### config.mk
export PLATFORM = sky130hd
export DESIGN_NAME = pwb_bridge
export DESIGN_NICKNAME = d
export VERILOG_FILES = /design/src/rtl/pwb_pkg.sv /design/src/rtl/pwb_rst_sync.sv /design/src/rtl/pwb_fifo.sv /design/src/rtl/pwb_out_cnt.sv /design/src/rtl/pwb_dn_ctrl.sv /design/src/rtl/pwb_bridge.sv
export SDC_FILE = /design/constraint.sdc
export NUM_CORES = 1
export LEC_CHECK = 0
export BUFFER_PORTS_ARGS = -buffer_cell sky130_fd_sc_hd__buf_2
export CAP_MARGIN = 20
export CORE_MARGIN = 4
export CORE_UTILIZATION = 54
export DETAILED_ROUTE_END_ITERATION = 8
export GPL_ROUTABILITY_DRIVEN = 0
export HOLD_SLACK_MARGIN = 0.06
export PLACE_DENSITY = 0.7
export SLEW_MARGIN = 20
export SYNTH_ARGS = -nofsm -noshare
export SYNTH_HDL_FRONTEND = slang
export SYNTH_SLANG_ARGS = --single-unit
### constraint.sdc
create_clock -name clk -period 8.45 [get_ports clk]
set_input_delay 1.2675 -clock clk [delete_from_list [all_inputs] [get_ports clk]]
set_output_delay 1.2675 -clock clk [all_outputs]
set_load 0.03 [all_outputs]
### src/rtl/pwb_pkg.sv
package pwb_pkg;

  typedef enum logic [1:0] {
    DS_IDLE = 2'd0,
    DS_WACK = 2'd1,
    DS_RACK = 2'd2
  } ds_state_e;

endpackage

### src/rtl/pwb_rst_sync.sv
module pwb_rst_sync (
  input  logic clk,
  input  logic rst_n,
  output logic rst_sn
);

  logic [1:0] sync_q;

  always_ff @(posedge clk or negedge rst_n) begin
    if (!rst_n) sync_q <= 2'b00;
    else        sync_q <= {sync_q[0], 1'b1};
  end

  assign rst_sn = sync_q[1];

endmodule

### src/rtl/pwb_fifo.sv
module pwb_fifo #(
  parameter int W     = 64,
  parameter int DEPTH = 8,
  localparam int PW   = $clog2(DEPTH),
  localparam int LW   = PW + 1
) (
  input  logic          clk,
  input  logic          rst_n,
  input  logic          push,
  input  logic [W-1:0]  push_data,
  input  logic          pop,
  output logic [W-1:0]  head,
  output logic          full,
  output logic          empty,
  output logic [LW-1:0] level
);

  logic [W-1:0]  mem [DEPTH];
  logic [LW-1:0] wr_ptr_q, wr_ptr_d;
  logic [LW-1:0] rd_ptr_q, rd_ptr_d;

  always_comb begin
    wr_ptr_d = wr_ptr_q;
    rd_ptr_d = rd_ptr_q;
    if (push) wr_ptr_d = wr_ptr_q + LW'(1);
    if (pop)  rd_ptr_d = rd_ptr_q + LW'(1);
  end

  always_ff @(posedge clk or negedge rst_n) begin
    if (!rst_n) begin
      wr_ptr_q <= '0;
      rd_ptr_q <= '0;
    end else begin
      wr_ptr_q <= wr_ptr_d;
      rd_ptr_q <= rd_ptr_d;
    end
  end

  generate
    for (genvar g = 0; g < DEPTH; g++) begin : g_slot
      always_ff @(posedge clk) begin
        if (push && (wr_ptr_q[PW-1:0] == PW'(g))) mem[g] <= push_data;
      end
    end
  endgenerate

  assign level = wr_ptr_q - rd_ptr_q;
  assign full  = (level == LW'(DEPTH));
  assign empty = (level == '0);
  assign head  = mem[rd_ptr_q[PW-1:0]];

endmodule

### src/rtl/pwb_out_cnt.sv
module pwb_out_cnt #(
  parameter int DEPTH = 8,
  localparam int CW   = $clog2(DEPTH + 1)
) (
  input  logic          clk,
  input  logic          rst_n,
  input  logic          inc,
  input  logic          dec,
  output logic [CW-1:0] cnt
);

  logic [CW-1:0] cnt_q, cnt_d;

  always_comb begin
    unique case ({inc, dec})
      2'b10:   cnt_d = cnt_q + CW'(1);
      2'b01:   cnt_d = cnt_q - CW'(1);
      default: cnt_d = cnt_q;
    endcase
  end

  always_ff @(posedge clk or negedge rst_n) begin
    if (!rst_n)           cnt_q <= '0;
    else if (inc != dec)  cnt_q <= cnt_d;
  end

  assign cnt = cnt_q;

endmodule

### src/rtl/pwb_dn_ctrl.sv
module pwb_dn_ctrl
  import pwb_pkg::*;
#(
  parameter int AW = 32,
  parameter int DW = 32
) (
  input  logic          clk,
  input  logic          rst_n,
  input  logic          buf_empty,
  input  logic [AW-1:0] head_addr,
  input  logic [DW-1:0] head_data,
  input  logic          rd_pend,
  input  logic [AW-1:0] rd_addr,
  output logic          dn_req_valid,
  input  logic          dn_req_ready,
  output logic          dn_req_write,
  output logic [AW-1:0] dn_req_addr,
  output logic [DW-1:0] dn_req_wdata,
  input  logic          dn_wr_ack,
  input  logic          dn_wr_nack,
  input  logic          dn_rd_valid,
  output logic          pop,
  output logic          rd_done
);

  ds_state_e st_q, st_d;

  always_comb begin
    st_d         = st_q;
    dn_req_valid = 1'b0;
    dn_req_write = 1'b0;
    dn_req_addr  = '0;
    dn_req_wdata = '0;
    pop          = 1'b0;
    rd_done      = 1'b0;
    unique case (st_q)
      DS_IDLE: begin
        if (!buf_empty) begin
          dn_req_valid = 1'b1;
          dn_req_write = 1'b1;
          dn_req_addr  = head_addr;
          dn_req_wdata = head_data;
          if (dn_req_ready) st_d = DS_WACK;
        end else if (rd_pend) begin
          dn_req_valid = 1'b1;
          dn_req_addr  = rd_addr;
          if (dn_req_ready) st_d = DS_RACK;
        end
      end
      DS_WACK: begin
        if (dn_wr_ack) begin
          pop  = 1'b1;
          st_d = DS_IDLE;
        end else if (dn_wr_nack) begin
          st_d = DS_IDLE;
        end
      end
      DS_RACK: begin
        if (dn_rd_valid) begin
          rd_done = 1'b1;
          st_d    = DS_IDLE;
        end
      end
      default: st_d = DS_IDLE;
    endcase
  end

  always_ff @(posedge clk or negedge rst_n) begin
    if (!rst_n) st_q <= DS_IDLE;
    else        st_q <= st_d;
  end

endmodule

### src/rtl/pwb_bridge.sv
module pwb_bridge #(
  parameter int          AW          = 32,
  parameter int          DW          = 32,
  parameter int          DEPTH       = 8,
  parameter logic [31:0] STATUS_ADDR = 32'hFFFF_FFF0,
  localparam int         CNT_W       = $clog2(DEPTH + 1),
  localparam int         EW          = AW + DW
) (
  input  logic          clk,
  input  logic          rst_n,
  input  logic          cpu_req_valid,
  output logic          cpu_req_ready,
  input  logic          cpu_req_write,
  input  logic [AW-1:0] cpu_req_addr,
  input  logic [DW-1:0] cpu_req_wdata,
  output logic          cpu_rsp_valid,
  output logic [DW-1:0] cpu_rsp_rdata,
  output logic          dn_req_valid,
  input  logic          dn_req_ready,
  output logic          dn_req_write,
  output logic [AW-1:0] dn_req_addr,
  output logic [DW-1:0] dn_req_wdata,
  input  logic          dn_wr_ack,
  input  logic          dn_wr_nack,
  input  logic          dn_rd_valid,
  input  logic [DW-1:0] dn_rd_data
);

  logic             rst_sn;
  logic             buf_full, buf_empty, buf_pop;
  logic [EW-1:0]    buf_head;
  logic [CNT_W-1:0] buf_level;
  logic [CNT_W-1:0] cnt_q;
  logic             rd_done;
  logic             is_status, acc, wr_acc, st_acc, rd_acc;
  logic             rd_pend_q, rd_pend_d;
  logic [AW-1:0]    rd_addr_q;
  logic             rsp_valid_q, rsp_valid_d;
  logic [DW-1:0]    rsp_data_q, rsp_data_d;

  pwb_rst_sync u_rst (
    .clk    (clk),
    .rst_n  (rst_n),
    .rst_sn (rst_sn)
  );

  assign is_status     = (cpu_req_addr == AW'(STATUS_ADDR));
  assign cpu_req_ready = !rd_pend_q && (!cpu_req_write || !buf_full);
  assign acc           = cpu_req_valid && cpu_req_ready;
  assign wr_acc        = acc && cpu_req_write;
  assign st_acc        = acc && !cpu_req_write && is_status;
  assign rd_acc        = acc && !cpu_req_write && !is_status;

  pwb_fifo #(.W(EW), .DEPTH(DEPTH)) u_buf (
    .clk       (clk),
    .rst_n     (rst_sn),
    .push      (wr_acc),
    .push_data ({cpu_req_addr, cpu_req_wdata}),
    .pop       (buf_pop),
    .head      (buf_head),
    .full      (buf_full),
    .empty     (buf_empty),
    .level     (buf_level)
  );

  pwb_out_cnt #(.DEPTH(DEPTH)) u_cnt (
    .clk   (clk),
    .rst_n (rst_sn),
    .inc   (wr_acc),
    .dec   (buf_pop),
    .cnt   (cnt_q)
  );

  pwb_dn_ctrl #(.AW(AW), .DW(DW)) u_dn (
    .clk          (clk),
    .rst_n        (rst_sn),
    .buf_empty    (buf_empty),
    .head_addr    (buf_head[EW-1:DW]),
    .head_data    (buf_head[DW-1:0]),
    .rd_pend      (rd_pend_q),
    .rd_addr      (rd_addr_q),
    .dn_req_valid (dn_req_valid),
    .dn_req_ready (dn_req_ready),
    .dn_req_write (dn_req_write),
    .dn_req_addr  (dn_req_addr),
    .dn_req_wdata (dn_req_wdata),
    .dn_wr_ack    (dn_wr_ack),
    .dn_wr_nack   (dn_wr_nack),
    .dn_rd_valid  (dn_rd_valid),
    .pop          (buf_pop),
    .rd_done      (rd_done)
  );

  always_comb begin
    rd_pend_d = rd_pend_q;
    if (rd_acc)  rd_pend_d = 1'b1;
    if (rd_done) rd_pend_d = 1'b0;
    rsp_valid_d = st_acc || rd_done;
    rsp_data_d  = rd_done ? dn_rd_data : {{(DW-CNT_W){1'b0}}, cnt_q};
  end

  always_ff @(posedge clk or negedge rst_sn) begin
    if (!rst_sn) begin
      rd_pend_q   <= 1'b0;
      rsp_valid_q <= 1'b0;
    end else begin
      rd_pend_q   <= rd_pend_d;
      rsp_valid_q <= rsp_valid_d;
    end
  end

  always_ff @(posedge clk) begin
    if (rd_acc)      rd_addr_q  <= cpu_req_addr;
    if (rsp_valid_d) rsp_data_q <= rsp_data_d;
  end

  assign cpu_rsp_valid = rsp_valid_q;
  assign cpu_rsp_rdata = rsp_data_q;

endmodule

==> parameters.txt, run 1 <==
Parameter                              Value

Floorplan
  Number of ports placed on the die boundary ... 204
  Number of placement rows ... 75
  Horizontal die dimension ... 215 um
  Starting density of the core ... 54.8%
  Area of the die ... 0.0460 mm^2
  Std-Cell Core Area ... 0.0420 mm^2
  Die height ... 215 um

Route
  Initial DRC count ... 821
  Detailed-router iteration count before antenna repair ... 5
  Final routed wirelength across all metal layers ... 46.4 mm
  Routed wire length per instance ... 24.6 um
  Remaining number of nets flagged by the antenna check after routing ... 0
  Vias per cell ... 5.89
  Count of vias placed by the detailed router ... 11,100
  Drt drc ... 0

Status
  Status ... completed

GRT
  First-pass GRT wire length ... 71.6 mm
  Via count of the first global-routing pass ... 11,700
  Global router's overall resource usage ... 20.4%
  Overflow left after global routing ... 0
  Largest net degree at the start of global routing ... 73
  Antenna violations before repair ... 7

Yosys
  Share of synthesized cell area in full adder, half adder and majority cells ... 0.706%
  Main area contributors after synthesis ... sky130_fd_sc_hd__edfxtp_1 75%, sky130_fd_sc_hd__mux4_2 13%, sky130_fd_sc_hd__dfrtp_1 2.0%
  Main synth FF type ... sky130_fd_sc_hd__edfxtp_1
  Cell variety after synth ... 47
  Post-synthesis net count ... 1,191
  Combinational family with the most area after synthesis ... multiplexers
  Fraction of post-synthesis cell area in the top cell type by area ... 75.0%
  Synth Area in Simple Gates ... 3.05%
  Synthesized area ... 0.0230 mm^2
  Mapped Avg Cell Area ... 21.5 um^2
  Compound-gate portion of the synthesized area ... 2.86%
  Number of register bits inferred by synthesis ... 594
  Cell accounting for the most synthesized area ... sky130_fd_sc_hd__edfxtp_1
  Multiplexer fraction of the synthesized cell area ... 14.2%
  Synth Instances ... 1,074
  Post-synth EDFFs ... 576
  Syn. warnings ... 0
  Xor/xnor share of the synthesized area ... 0.559%
  Async SR Flop Fraction ... 3.03%
  Sequential area share after synthesis ... 77.0%

CTS
  Clock insertion delay at the later pin of the skew report ... 590 ps
  Clock slew at the register clock pins of the worst setup and hold paths ... 60 ps
  Num CTS Buffers ... 58
  CTS root buf ... sky130_fd_sc_hd__clkbuf_16
  # H-tree levels ... 2
  Clock sinks ... 594
  CTS tree ... built
  Maximum buffer depth of the clock tree ... 3
  Cts-stage hold buffer count ... 0
  Post-cts repair resize count ... 0
  Post-CTS repair timing setup buffer count ... 0

STA
  Count of endpoints failing setup in the final report ... 0
  Final hold viol count ... 0
  Tightest Pin Transition ... 1110 ps
  Post-route fraction of the period consumed by the critical path ... 62.7%
  Post-route minimum period ... 5300 ps
  Unrepaired setup endpoints after global routing ... false
  Number of pins with negative max-slew slack in the final report ... 0
  Peak Freq ... 0.189 GHz
  Relative max-transition margin ... 26.2%
  Setup ws final ... 3150 ps
  Total negative setup slack ... 0 ps
  Largest clock skew in the final design ... 11.5 ps

Power and ir drop
  Power Dens Cells ... 340 mW/mm^2
  Flop pwr share ... 39.3%
  Leakage power total ... 0.00892 uW
  Maximum VDD drop ... 307 uV
  Internal ... 5900 uW
  Clock power share ... 27.5%
  Switch Pwr ... 3110 uW
  Proportion of power drawn by combinational gates ... 33.2%
  Switching fraction of total power ... 34.5%
  Sum of internal, switching and leakage power ... 9000 uW

Critical path
  Endpoint kind of the worst setup timing path ... output port
  Worst flop-to-flop path endpoint ... u_buf.mem[6][54]
  Startpoint type of the worst setup path ... register
  Worst EP required ... 7180 ps
  Crit path kind ... reg2out
  Data arrival time of the critical path ... 4030 ps
  Slack of the worst reg-to-reg path ... 3920 ps
  End point of the critical path ... dn_req_wdata[26]
  Worst setup path start ... u_buf.rd_ptr_q[2]
  Count of cells along the worst register-to-register path ... 8
  Critical register-to-register path startpoint ... u_buf.rd_ptr_q[2]
  Maximum fanout count along the critical path ... 35

Placement
  Post-placement worst setup slack ... 3700 ps
  HPWL Detailed ... 25.4 mm
  PortBufs ... 203

Finish
  Layout cell share with drive strength beyond 1 ... 35.9%
  Final nets ... 1,416
  Utilization of the core after routing ... 62.9%
  Synthesis-to-layout area growth ... 14.8%

Worst hold path
  Class of the tightest hold or removal check ... reg2async

Run
  Number of max-cap violations ... 0
## through the flow
stage / area, um^2 / instances / hold slack, ps
2_1_floorplan: 23000 / 1074 / 200
3_3_place_gp: 24600 / 1778 / 315
3_5_place_dp: 24600 / 1778 / 314
4_1_cts: 26500 / 1886 / 325
5_1_grt: 26500 / 1886 / 356
6_report: 26500 / 1887 / 305
## state kept, by name, summed over array words and instances, names as in the netlist
name,cells
u_buf.mem,512
u_cnt.cnt,4
cpu_rsp_valid,1
u_buf.rd_ptr_q,4
rd_pend_q,1
u_rst.sync_q,2
u_buf.wr_ptr_q,4
u_dn.st_q,2
cpu_rsp_rdata,32
rd_addr_q,32
## worst max-delay path, cell delays in order, from the launching register on
cell                      delay, ps
sky130_fd_sc_hd__dfrtp_2        920
sky130_fd_sc_hd__inv_4          360
sky130_fd_sc_hd__ha_1           460
sky130_fd_sc_hd__a21oi_2        170
sky130_fd_sc_hd__nand2_2        100
sky130_fd_sc_hd__xnor2_2        440
sky130_fd_sc_hd__o21ai_4         80
sky130_fd_sc_hd__buf_4          290
sky130_fd_sc_hd__a21oi_1        310
sky130_fd_sc_hd__buf_2          260
## power groups by stage
stage / logic (uW) / registers [uW] / clock network [uW]
after floorplan: 2400 / 3460 / 0
after CTS: 3050 / 3550 / 2530
after global placement: 3010 / 3610 / 0
final: 2990 / 3540 / 2470
after global routing: 3200 / 3570 / 2670
after detailed placement: 3030 / 3610 / 0
## final cells by class
class	count	area, um^2
inverters	11	43.8
repair buffers	221	1150
clock buffers	76	1580
multi-input cells	413	4990
flip-flops and latches	594	17800
well taps	539	674
fillers	2935	15600
diodes	1	2.50
clock inverters	32	251
## worst min-delay path by stage
stage | endpoint | cells after the start | start
floorplan | cpu_rsp_valid | 0 | u_rst.sync_q[1]
global placement | u_cnt.cnt[0] | 0 | u_rst.sync_q[1]
finish | u_buf.wr_ptr_q[3] | 0 | u_rst.sync_q[1]
detailed placement | u_cnt.cnt[0] | 0 | u_rst.sync_q[1]
CTS | u_cnt.cnt[0] | 0 | u_rst.sync_q[1]
global route | u_buf.wr_ptr_q[3] | 0 | u_rst.sync_q[1]
## cells in the final DEF (no fill, tap or decap), types with 2 or more instances in the layout
cell type                     n
sky130_fd_sc_hd__a21oi_2     26
sky130_fd_sc_hd__ha_1        13
sky130_fd_sc_hd__bufinv_16    4
sky130_fd_sc_hd__xor2_1       5
sky130_fd_sc_hd__and3_4       6
sky130_fd_sc_hd__nand4_1      9
sky130_fd_sc_hd__edfxtp_1   576
sky130_fd_sc_hd__clkbuf_1    15
sky130_fd_sc_hd__clkinv_1    13
sky130_fd_sc_hd__nor3_1       3
sky130_fd_sc_hd__buf_2      203
sky130_fd_sc_hd__nor4_1       2
sky130_fd_sc_hd__nand2_1     70
sky130_fd_sc_hd__mux2_2       6
sky130_fd_sc_hd__dfrtp_4      2
sky130_fd_sc_hd__mux4_2     128
sky130_fd_sc_hd__and2_4       2
sky130_fd_sc_hd__buf_4       17
sky130_fd_sc_hd__dfrtp_1     15
sky130_fd_sc_hd__nor2_1       6
sky130_fd_sc_hd__a21oi_1     10
sky130_fd_sc_hd__a31oi_1      2
sky130_fd_sc_hd__inv_1       10
sky130_fd_sc_hd__xnor2_1      6
sky130_fd_sc_hd__o2bb2ai_1   32
sky130_fd_sc_hd__and2_1      28
sky130_fd_sc_hd__o21ai_0      3
sky130_fd_sc_hd__mux2i_1     33
sky130_fd_sc_hd__clkbuf_16   61
sky130_fd_sc_hd__nand4b_1     2
sky130_fd_sc_hd__clkinv_2    13
## kinds of logic (layout without fill, tap and decap cells)
logic type | count (synthesis) | count (layout)
other | 1 | 2
muxes | 167 | 167
xor gates and xnor gates | 13 | 13
adders and majority gates | 13 | 13
DFF | 594 | 594
buffers and inverters | 67 | 340
and+or+nand+nor | 138 | 138
AOI/OAI and AO/OA | 81 | 81
## cells in the mapped netlist (5+ instances only)
cell type and n:
sky130_fd_sc_hd__mux2i_1 33, sky130_fd_sc_hd__dfrtp_1 18, sky130_fd_sc_hd__buf_2 9, sky130_fd_sc_hd__a21oi_2 26, sky130_fd_sc_hd__inv_1 11, sky130_fd_sc_hd__xnor2_1 6, sky130_fd_sc_hd__a21oi_1 10, sky130_fd_sc_hd__buf_4 11
sky130_fd_sc_hd__clkbuf_1 23, sky130_fd_sc_hd__o2bb2ai_1 32, sky130_fd_sc_hd__mux2_2 6, sky130_fd_sc_hd__nand4_1 9, sky130_fd_sc_hd__ha_1 13, sky130_fd_sc_hd__and2_1 30, sky130_fd_sc_hd__nor2_1 6, sky130_fd_sc_hd__buf_6 8
sky130_fd_sc_hd__nand2_1 70, sky130_fd_sc_hd__buf_1 5, sky130_fd_sc_hd__xor2_1 5, sky130_fd_sc_hd__and3_1 7, sky130_fd_sc_hd__edfxtp_1 576, sky130_fd_sc_hd__mux4_2 128
## metal layers
layer | track usage, % | wire, um | vias to the layer above
met2 | 33.9 | 23400 | 341
li1 | - | - | 4870
met5 | 0 | 92 | -
met3 | 3.94 | 2790 | 72
met1 | 28.5 | 19200 | 5823
met4 | 4.86 | 855 | 12
Power figures use the tool's default switching activity.
==> run 2, diff against run 1 <==
==> constraint.sdc (replaced) <==
create_clock -name clk -period 5.5 [get_ports clk]
set_input_delay 0.825 -clock clk [delete_from_list [all_inputs] [get_ports clk]]
set_output_delay 0.825 -clock clk [all_outputs]
set_load 0.03 [all_outputs]
==> run 2 against run 1 <==
  * Combinational power grew 64%
  * Setup slack lost 2100 ps
  * Non-clock buffer count grew 8
  * Power grew 54%
  * Sequential power grew 48%
  * Hold slack lost 1.1 ps
  * Via count shrank 0.48%
  * Clock skew grew 2.2 ps
  * Critical endpoint is now dn_req_addr[0]
  * Highest routed layer unchanged
==> parameters.txt, run 2 (synthesis gave the netlist of run 1 again) <==
Parameter                              Value

Route
  Vias per cell ... 5.85 (-0.74%)
  Count of vias placed by the detailed router ... 11,100 (-0.48%)
  Final routed wirelength across all metal layers ... 47.6 mm (+2.5%)
  Drt drc ... 0 (unchanged)
  Detailed-router iteration count before antenna repair ... 4 (-1)
  Initial DRC count ... 814 (-0.85%)
  Routed wire length per instance ... 25.1 um (+2.2%)
  Remaining number of nets flagged by the antenna check after routing ... 0 (unchanged)

GRT
  First-pass GRT wire length ... 72.7 mm (+1.6%)
  Overflow left after global routing ... 0 (unchanged)
  GR met3 Demand/Resource ... 3.95% (+0.014 points)
  GR Layer Usage met2 ... 34.6% (+0.75 points)
  Largest net degree at the start of global routing ... 84 (+15%)
  GR Util met1 ... 28.9% (+0.40 points)
  Global router's overall resource usage ... 20.8% (+0.44 points)
  Antenna violations before repair ... 5 (-2)
  Global route hottest layer ... met2
  Via count of the first global-routing pass ... 11,800 (+0.20%)

STA
  Final hold viol count ... 0 (unchanged)
  Post-route fraction of the period consumed by the critical path ... 80.5%
  Tightest Pin Transition ... 1020 ps (-88.3 ps)
  Post-route minimum period ... 4430 ps
  Peak Freq ... 0.226 GHz
  Unrepaired setup endpoints after global routing ... false
  Count of endpoints failing setup in the final report ... 0 (unchanged)
  Post-route worst hold slack ... 303 ps (-1.15 ps)
  Number of pins with negative max-slew slack in the final report ... 0 (unchanged)
  Relative max-transition margin ... 32.0% (+5.9 points)
  Total negative setup slack ... 0 ps (unchanged)
  Largest clock skew in the final design ... 13.7 ps (+2.21 ps)

Finish
  Max reg flops ... 512 (unchanged)
  Commonest cells after routing, fill and taps aside ... 576 x sky130_fd_sc_hd__edfxtp_1, 203 x sky130_fd_sc_hd__buf_2, 128 x sky130_fd_sc_hd__mux4_2
  Final nets ... 1,424 (+0.56%)
  Synthesis-to-layout area growth ... 15.3%
  Layout cell share with drive strength beyond 1 ... 36.2% (+0.34 points)
  Number of inserted filler cells in the final layout ... 2,911 (-0.82%)
  Utilization of the core after routing ... 63.2% (+0.27 points)
  Top reg by flops ... u_buf.mem
  Most frequent standard cell in the layout excluding fill and tap cells ... sky130_fd_sc_hd__edfxtp_1

Critical path
  Slack of the worst reg-to-reg path ... 1830 ps (-2090 ps)
  Crit path kind ... reg2out
  Worst EP required ... 4680 ps (-2500 ps)
  Worst flop-to-flop path endpoint ... u_buf.mem[7][22]
  Maximum fanout count along the critical path ... 27 (-23%)
  Data arrival time of the critical path ... 3600 ps (-430 ps)
  Endpoint kind of the worst setup timing path ... output port
  Startpoint type of the worst setup path ... register
  Critical register-to-register path startpoint ... u_buf.rd_ptr_q[2]
  Count of cells along the worst register-to-register path ... 8 (unchanged)

CTS
  CTS tree ... built
  Maximum buffer depth of the clock tree ... 3 (unchanged)
  CTS root buf ... sky130_fd_sc_hd__clkbuf_16
  Clock slew at the register clock pins of the worst setup and hold paths ... 60 ps (about the same)
  Post-cts repair resize count ... 0 (unchanged)
  Clock sinks ... 594 (unchanged)
  Num CTS Buffers ... 58 (unchanged)
  # H-tree levels ... 2 (unchanged)
  Clock insertion delay at the later pin of the skew report ... 590 ps (about the same)

Worst hold path
  Class of the tightest hold or removal check ... reg2async

Power and ir drop
  Switch Pwr ... 4820 uW (+55%)
  Power Dens Cells ... 523 mW/mm^2 (+54%)
  Proportion of power drawn by combinational gates ... 35.1% (+1.9 points)
  Clock power share ... 27.1% (-0.4 points)
  Maximum VDD drop ... 592 uV (+93%)
  Sum of internal, switching and leakage power ... 13,900 uW (+54%)
  Internal ... 9080 uW (+54%)
  Leakage power total ... 0.00898 uW (+0.61%)
  Switching fraction of total power ... 34.7% (+0.17 points)
  Flop pwr share ... 37.8% (-1.5 points)

Floorplan
  Std-Cell Core Area ... 0.0420 mm^2 (unchanged)
  Starting density of the core ... 54.8% (unchanged)
  Number of ports placed on the die boundary ... 204 (unchanged)
  Number of placement rows ... 75 (unchanged)
  Horizontal die dimension ... 215 um (unchanged)
  Die height ... 215 um (unchanged)
  Area of the die ... 0.0460 mm^2 (unchanged)

Status
  Status ... completed

Placement
  HPWL Detailed ... 26.8 mm (+5.5%)
  PortBufs ... 203 (unchanged)

Run
  Number of max-cap violations ... 0 (unchanged)
run 2: cell types whose count changed in the layout (fill, tap and decap cells not counted), moves of 2 or more:
| cell | delta |
|---|---|
| sky130_fd_sc_hd__clkbuf_8 | +2 |
| sky130_fd_sc_hd__clkinv_1 | -6 |
| sky130_fd_sc_hd__buf_12 | +5 |
| sky130_fd_sc_hd__buf_4 | +3 |
| sky130_fd_sc_hd__clkinv_2 | -3 |
| sky130_fd_sc_hd__clkbuf_1 | +3 |
run 2: worst max path at each step:
stage / end / slack [ps] / cells after the start / startpoint
4_1_cts: dn_req_addr[30] / 990 / 9 / u_buf.rd_ptr_q[2]
3_5_place_dp: dn_req_addr[30] / 1640 / 9 / u_buf.rd_ptr_q[2]
2_1_floorplan: rd_addr_q[0] / 310 / 3 / cpu_req_addr[7]
5_1_grt: dn_req_addr[30] / 840 / 9 / u_buf.rd_ptr_q[2]
3_3_place_gp: dn_req_addr[30] / 1750 / 9 / u_buf.rd_ptr_q[2]
6_report: dn_req_addr[0] / 1070 / 9 / u_buf.rd_ptr_q[2]
run 2: cell type report:
| class | instances | area, um^2 | share of cell area [%] |
|---|---|---|---|
| clock inverter | 23 | 191 | 0.720 |
| multi-input combinational | 413 | 5000 | 18.8 |
| timing repair buffer | 229 | 1280 | 4.80 |
| sequential | 594 | 17800 | 66.8 |
| clock buffer | 81 | 1620 | 6.10 |
| inverter | 11 | 43.8 | 0.165 |
| antenna | 2 | 5.00 | 0.0188 |
| tap | 539 | 674 | 2.54 |
run 2: critical path: stages (launching register included):
cell,delay [ps]
sky130_fd_sc_hd__dfrtp_2,420
sky130_fd_sc_hd__inv_4,350
sky130_fd_sc_hd__ha_1,370
sky130_fd_sc_hd__a21oi_2,170
sky130_fd_sc_hd__nand2_2,100
sky130_fd_sc_hd__xnor2_2,240
sky130_fd_sc_hd__o21ai_4,630
sky130_fd_sc_hd__buf_4,430
sky130_fd_sc_hd__o2bb2ai_1,110
sky130_fd_sc_hd__buf_2,190
run 2: what timing repair did:
item | 4_1_cts | 5_1_grt
buffers inserted | 0 | 0
hold buffers | 1 | 0
hold endpoints to repair | 2 | 0
run 2: power by group through the flow:
stage               Clock [uW]  Sequential [uW]  Combinational [uW]
floorplan                    0             5310                3690
global placement             0             5340                4900
detailed placement           0             5350                4950
CTS                       3830             5250                4970
global route              4060             5270                5240
finish                    3770             5250                4890
run 2: metal layers:
| layer | up-vias | wire (um) |
|---|---|---|
| met5 | - | 56 |
| met4 | 8 | 1010 |
| met3 | 79 | 2340 |
| met2 | 268 | 24000 |
| met1 | 5825 | 20100 |
| li1 | 4885 | - |
run 2: stage by stage:
stage                     instances  cell area [um^2]  setup slack (ps)
after floorplan                1074             23100               313
after global placement         1785             24700              1750
after detailed placement       1785             24700              1640
after CTS                      1890             26600               992
after global routing           1890             26600               841
final                          1892             26600              1070
==> run 3, diff against run 2 <==
==> constraint.sdc (replaced) <==
create_clock -name clk -period 4.4 [get_ports clk]
set_input_delay 0.66 -clock clk [delete_from_list [all_inputs] [get_ports clk]]
set_output_delay 0.66 -clock clk [all_outputs]
set_load 0.03 [all_outputs]
==> run 3 against run 2 <==
  * Global-route usage barely moved
  * Non-clock buffer count rose by 3
  * Die area unchanged
  * Register-to-register slack worse by 710 ps
  * Sequential power rose by 24%
  * Sequential share of layout area hardly changed
  * Via count barely moved
  * Highest routed layer unchanged
  * Core utilization barely moved
  * Clock skew is 4.5 ps lower
  * Critical path depth shrank 1
  * Wire length down 0.44%
  * Cell area hardly changed
==> parameters.txt, run 3 (synthesis gave the netlist of run 1 again) <==
Parameter                              Value

Critical path
  Endpoint kind of the worst setup timing path ... output port
  Critical path cell sequence ... ha_1, a21oi_2, nand2_2, xnor2_2, o21ai_4, buf_4, a21oi_1, buf_2
  Cell with the largest stage delay on the worst path ... sky130_fd_sc_hd__dfrtp_1
  Maximum fanout count along the critical path ... 15 (-44%)
  End point of the critical path ... dn_req_wdata[27]
  Crit path kind ... reg2out
  Worst setup path start ... u_buf.wr_ptr_q[2]
  Count of cells along the worst register-to-register path ... 7 (-1)
  Bufs and invs on worst path ... 2 (-1)
  Number of gates on the worst path with buffers counted ... 8 (-1)
  Critical register-to-register path startpoint ... u_buf.wr_ptr_q[2]
  Startpoint type of the worst setup path ... register
  Slack of the worst reg-to-reg path ... 1120 ps (-710 ps)
  Worst flop-to-flop path endpoint ... u_buf.mem[2][20]
  Cell class contributing the biggest share of worst-path delay ... compound AO/OA/AOI/OAI gates
  Worst EP required ... 3740 ps (-940 ps)
  Data arrival time of the critical path ... 3160 ps (-440 ps)
  CP peak stage delay ... 470 ps (-160 ps)

Finish
  Commonest cells after routing, fill and taps aside ... 576 x sky130_fd_sc_hd__edfxtp_1, 203 x sky130_fd_sc_hd__buf_2, 128 x sky130_fd_sc_hd__mux4_2
  Layout cell share with drive strength beyond 1 ... 35.4% (-0.82 points)
  Top reg by flops ... u_buf.mem
  Final nets ... 1,426 (+0.14%)
  Most frequent standard cell in the layout excluding fill and tap cells ... sky130_fd_sc_hd__edfxtp_1
  Number of inserted filler cells in the final layout ... 2,903 (-0.27%)
  Synthesis-to-layout area growth ... 15.3% (about the same)
  Register cell area after layout ... 0.0178 mm^2 (unchanged)
  Max reg flops ... 512 (unchanged)
  Utilization of the core after routing ... 63.2% (about the same)
  Multi-input logic area ... 0.00502 mm^2 (+0.25%)

Power and ir drop
  Maximum VDD drop ... 637 uV (+7.5%)
  Power Dens Cells ... 649 mW/mm^2 (+24%)
  Leakage power total ... 0.00894 uW (-0.38%)

CTS
  CTS root buf ... sky130_fd_sc_hd__clkbuf_16
  Clock insertion delay at the later pin of the skew report ... 600 ps (about the same)
  Post-CTS repair timing setup buffer count ... 0 (unchanged)
  Clock slew at the register clock pins of the worst setup and hold paths ... 60 ps (about the same)
  # H-tree levels ... 2 (unchanged)
  Maximum buffer depth of the clock tree ... 3 (unchanged)
  Num CTS Buffers ... 57 (-1.7%)
  Clock sinks ... 594 (unchanged)
  Post-cts repair resize count ... 0 (unchanged)
  CTS tree ... built

Placement
  PortBufs ... 203 (unchanged)
  HPWL Detailed ... 26.9 mm (+0.63%)

Floorplan
  Starting density of the core ... 54.8% (unchanged)
  Std-Cell Core Area ... 0.0420 mm^2 (unchanged)
  Number of placement rows ... 75 (unchanged)
  Area of the die ... 0.0460 mm^2 (unchanged)
  Horizontal die dimension ... 215 um (unchanged)
  Die height ... 215 um (unchanged)
  Number of ports placed on the die boundary ... 204 (unchanged)

Route
  Initial DRC count ... 994 (+22%)
  Detailed-router iteration count before antenna repair ... 5 (+1)
  Drt drc ... 0 (unchanged)
  Vias per cell ... 5.84 (about the same)
  Remaining number of nets flagged by the antenna check after routing ... 0 (unchanged)
  Routed wire length per instance ... 25.0 um (-0.60%)
  Final routed wirelength across all metal layers ... 47.4 mm (-0.44%)
  Count of vias placed by the detailed router ... 11,100 (+0.072%)

STA
  Unrepaired setup endpoints after global routing ... false
  Relative max-transition margin ... 29.3% (-2.8 points)
  Post-route fraction of the period consumed by the critical path ... 86.8%
  Number of pins with negative max-slew slack in the final report ... 0 (unchanged)
  Total negative setup slack ... 0 ps (unchanged)
  Post-route minimum period ... 3820 ps
  Largest clock skew in the final design ... 9.17 ps (-4.52 ps)
  Count of endpoints failing setup in the final report ... 0 (unchanged)
  Final hold viol count ... 0 (unchanged)
  Tightest Pin Transition ... 1050 ps (+31.9 ps)
  Peak Freq ... 0.262 GHz

GRT
  Largest net degree at the start of global routing ... 131 (+56%)
  Global router's overall resource usage ... 20.8% (about the same)
  Overflow left after global routing ... 0 (unchanged)
  First-pass GRT wire length ... 73.2 mm (+0.59%)
  Via count of the first global-routing pass ... 11,800 (+0.043%)
  Antenna violations before repair ... 5 (unchanged)

Status
  Status ... completed

Run
  Number of max-cap violations ... 0 (unchanged)

Worst hold path
  Class of the tightest hold or removal check ... in2reg
-- run 3: metal layers --
layer  share of wire [%]  vias up  track usage [%]
li1                    -     4889                -
met5               0.074        -                0
met3                 5.7       56             3.77
met1                  42     5804             29.5
met2                  51      318             34.3
met4                 1.7        6             5.25
-- run 3: final cells by class --
class | instances | share of cell area [%]
Inverter | 11 | 0.165
Sequential cell | 594 | 66.8
Timing Repair Buffer | 232 | 5.12
Antenna cell | 2 | 0.0188
Multi-Input combinational cell | 413 | 18.9
Tap cell | 539 | 2.54
Clock buffer | 78 | 5.82
Clock inverter | 26 | 0.626
-- run 3: worst min path at each step --
stage          slack (ps)  depth (start not counted)       startpoint       endpoint
4_1_cts               240                          2      dn_rd_valid   u_dn.st_q[1]
6_report              280                          2      dn_rd_valid   u_dn.st_q[1]
5_1_grt               260                          2      dn_rd_valid   u_dn.st_q[1]
2_1_floorplan         200                          0  u_rst.sync_q[1]  cpu_rsp_valid
3_3_place_gp          310                          0  u_rst.sync_q[1]   u_cnt.cnt[1]
3_5_place_dp          310                          0  u_rst.sync_q[1]   u_cnt.cnt[0]
-- run 3: worst register-to-register path: stages, from the launching register on --
cell and delay (ps):
sky130_fd_sc_hd__dfrtp_1 470, sky130_fd_sc_hd__ha_1 380, sky130_fd_sc_hd__a21oi_2 170, sky130_fd_sc_hd__nand2_2 90
sky130_fd_sc_hd__xnor2_2 240, sky130_fd_sc_hd__a21boi_2 540, sky130_fd_sc_hd__and3_4 760, sky130_fd_sc_hd__buf_12 310
-- run 3: repair_timing --
item | CTS | global route
hold buffers | 1 | 0
endpoints found under the hold margin | 2 | 0
setup endpoints to repair | 0 | 0
-- run 3: stage by stage --
step	setup slack [ps]	hold slack (ps)	instance area, um^2	instances	total power, uW
2_1_floorplan	184	200	23100	1074	11300
3_3_place_gp	1030	310	24800	1788	12900
3_5_place_dp	898	312	24800	1788	12900
4_1_cts	497	240	26600	1893	17500
5_1_grt	375	258	26600	1893	18100
6_report	582	275	26600	1895	17200
-- run 3: power by group --
group	total, uW	internal, uW	switching (uW)
combinational	6190	2250	3940
clock	4540	2560	1980
sequential	6520	6400	123
total	17200	11200	6030
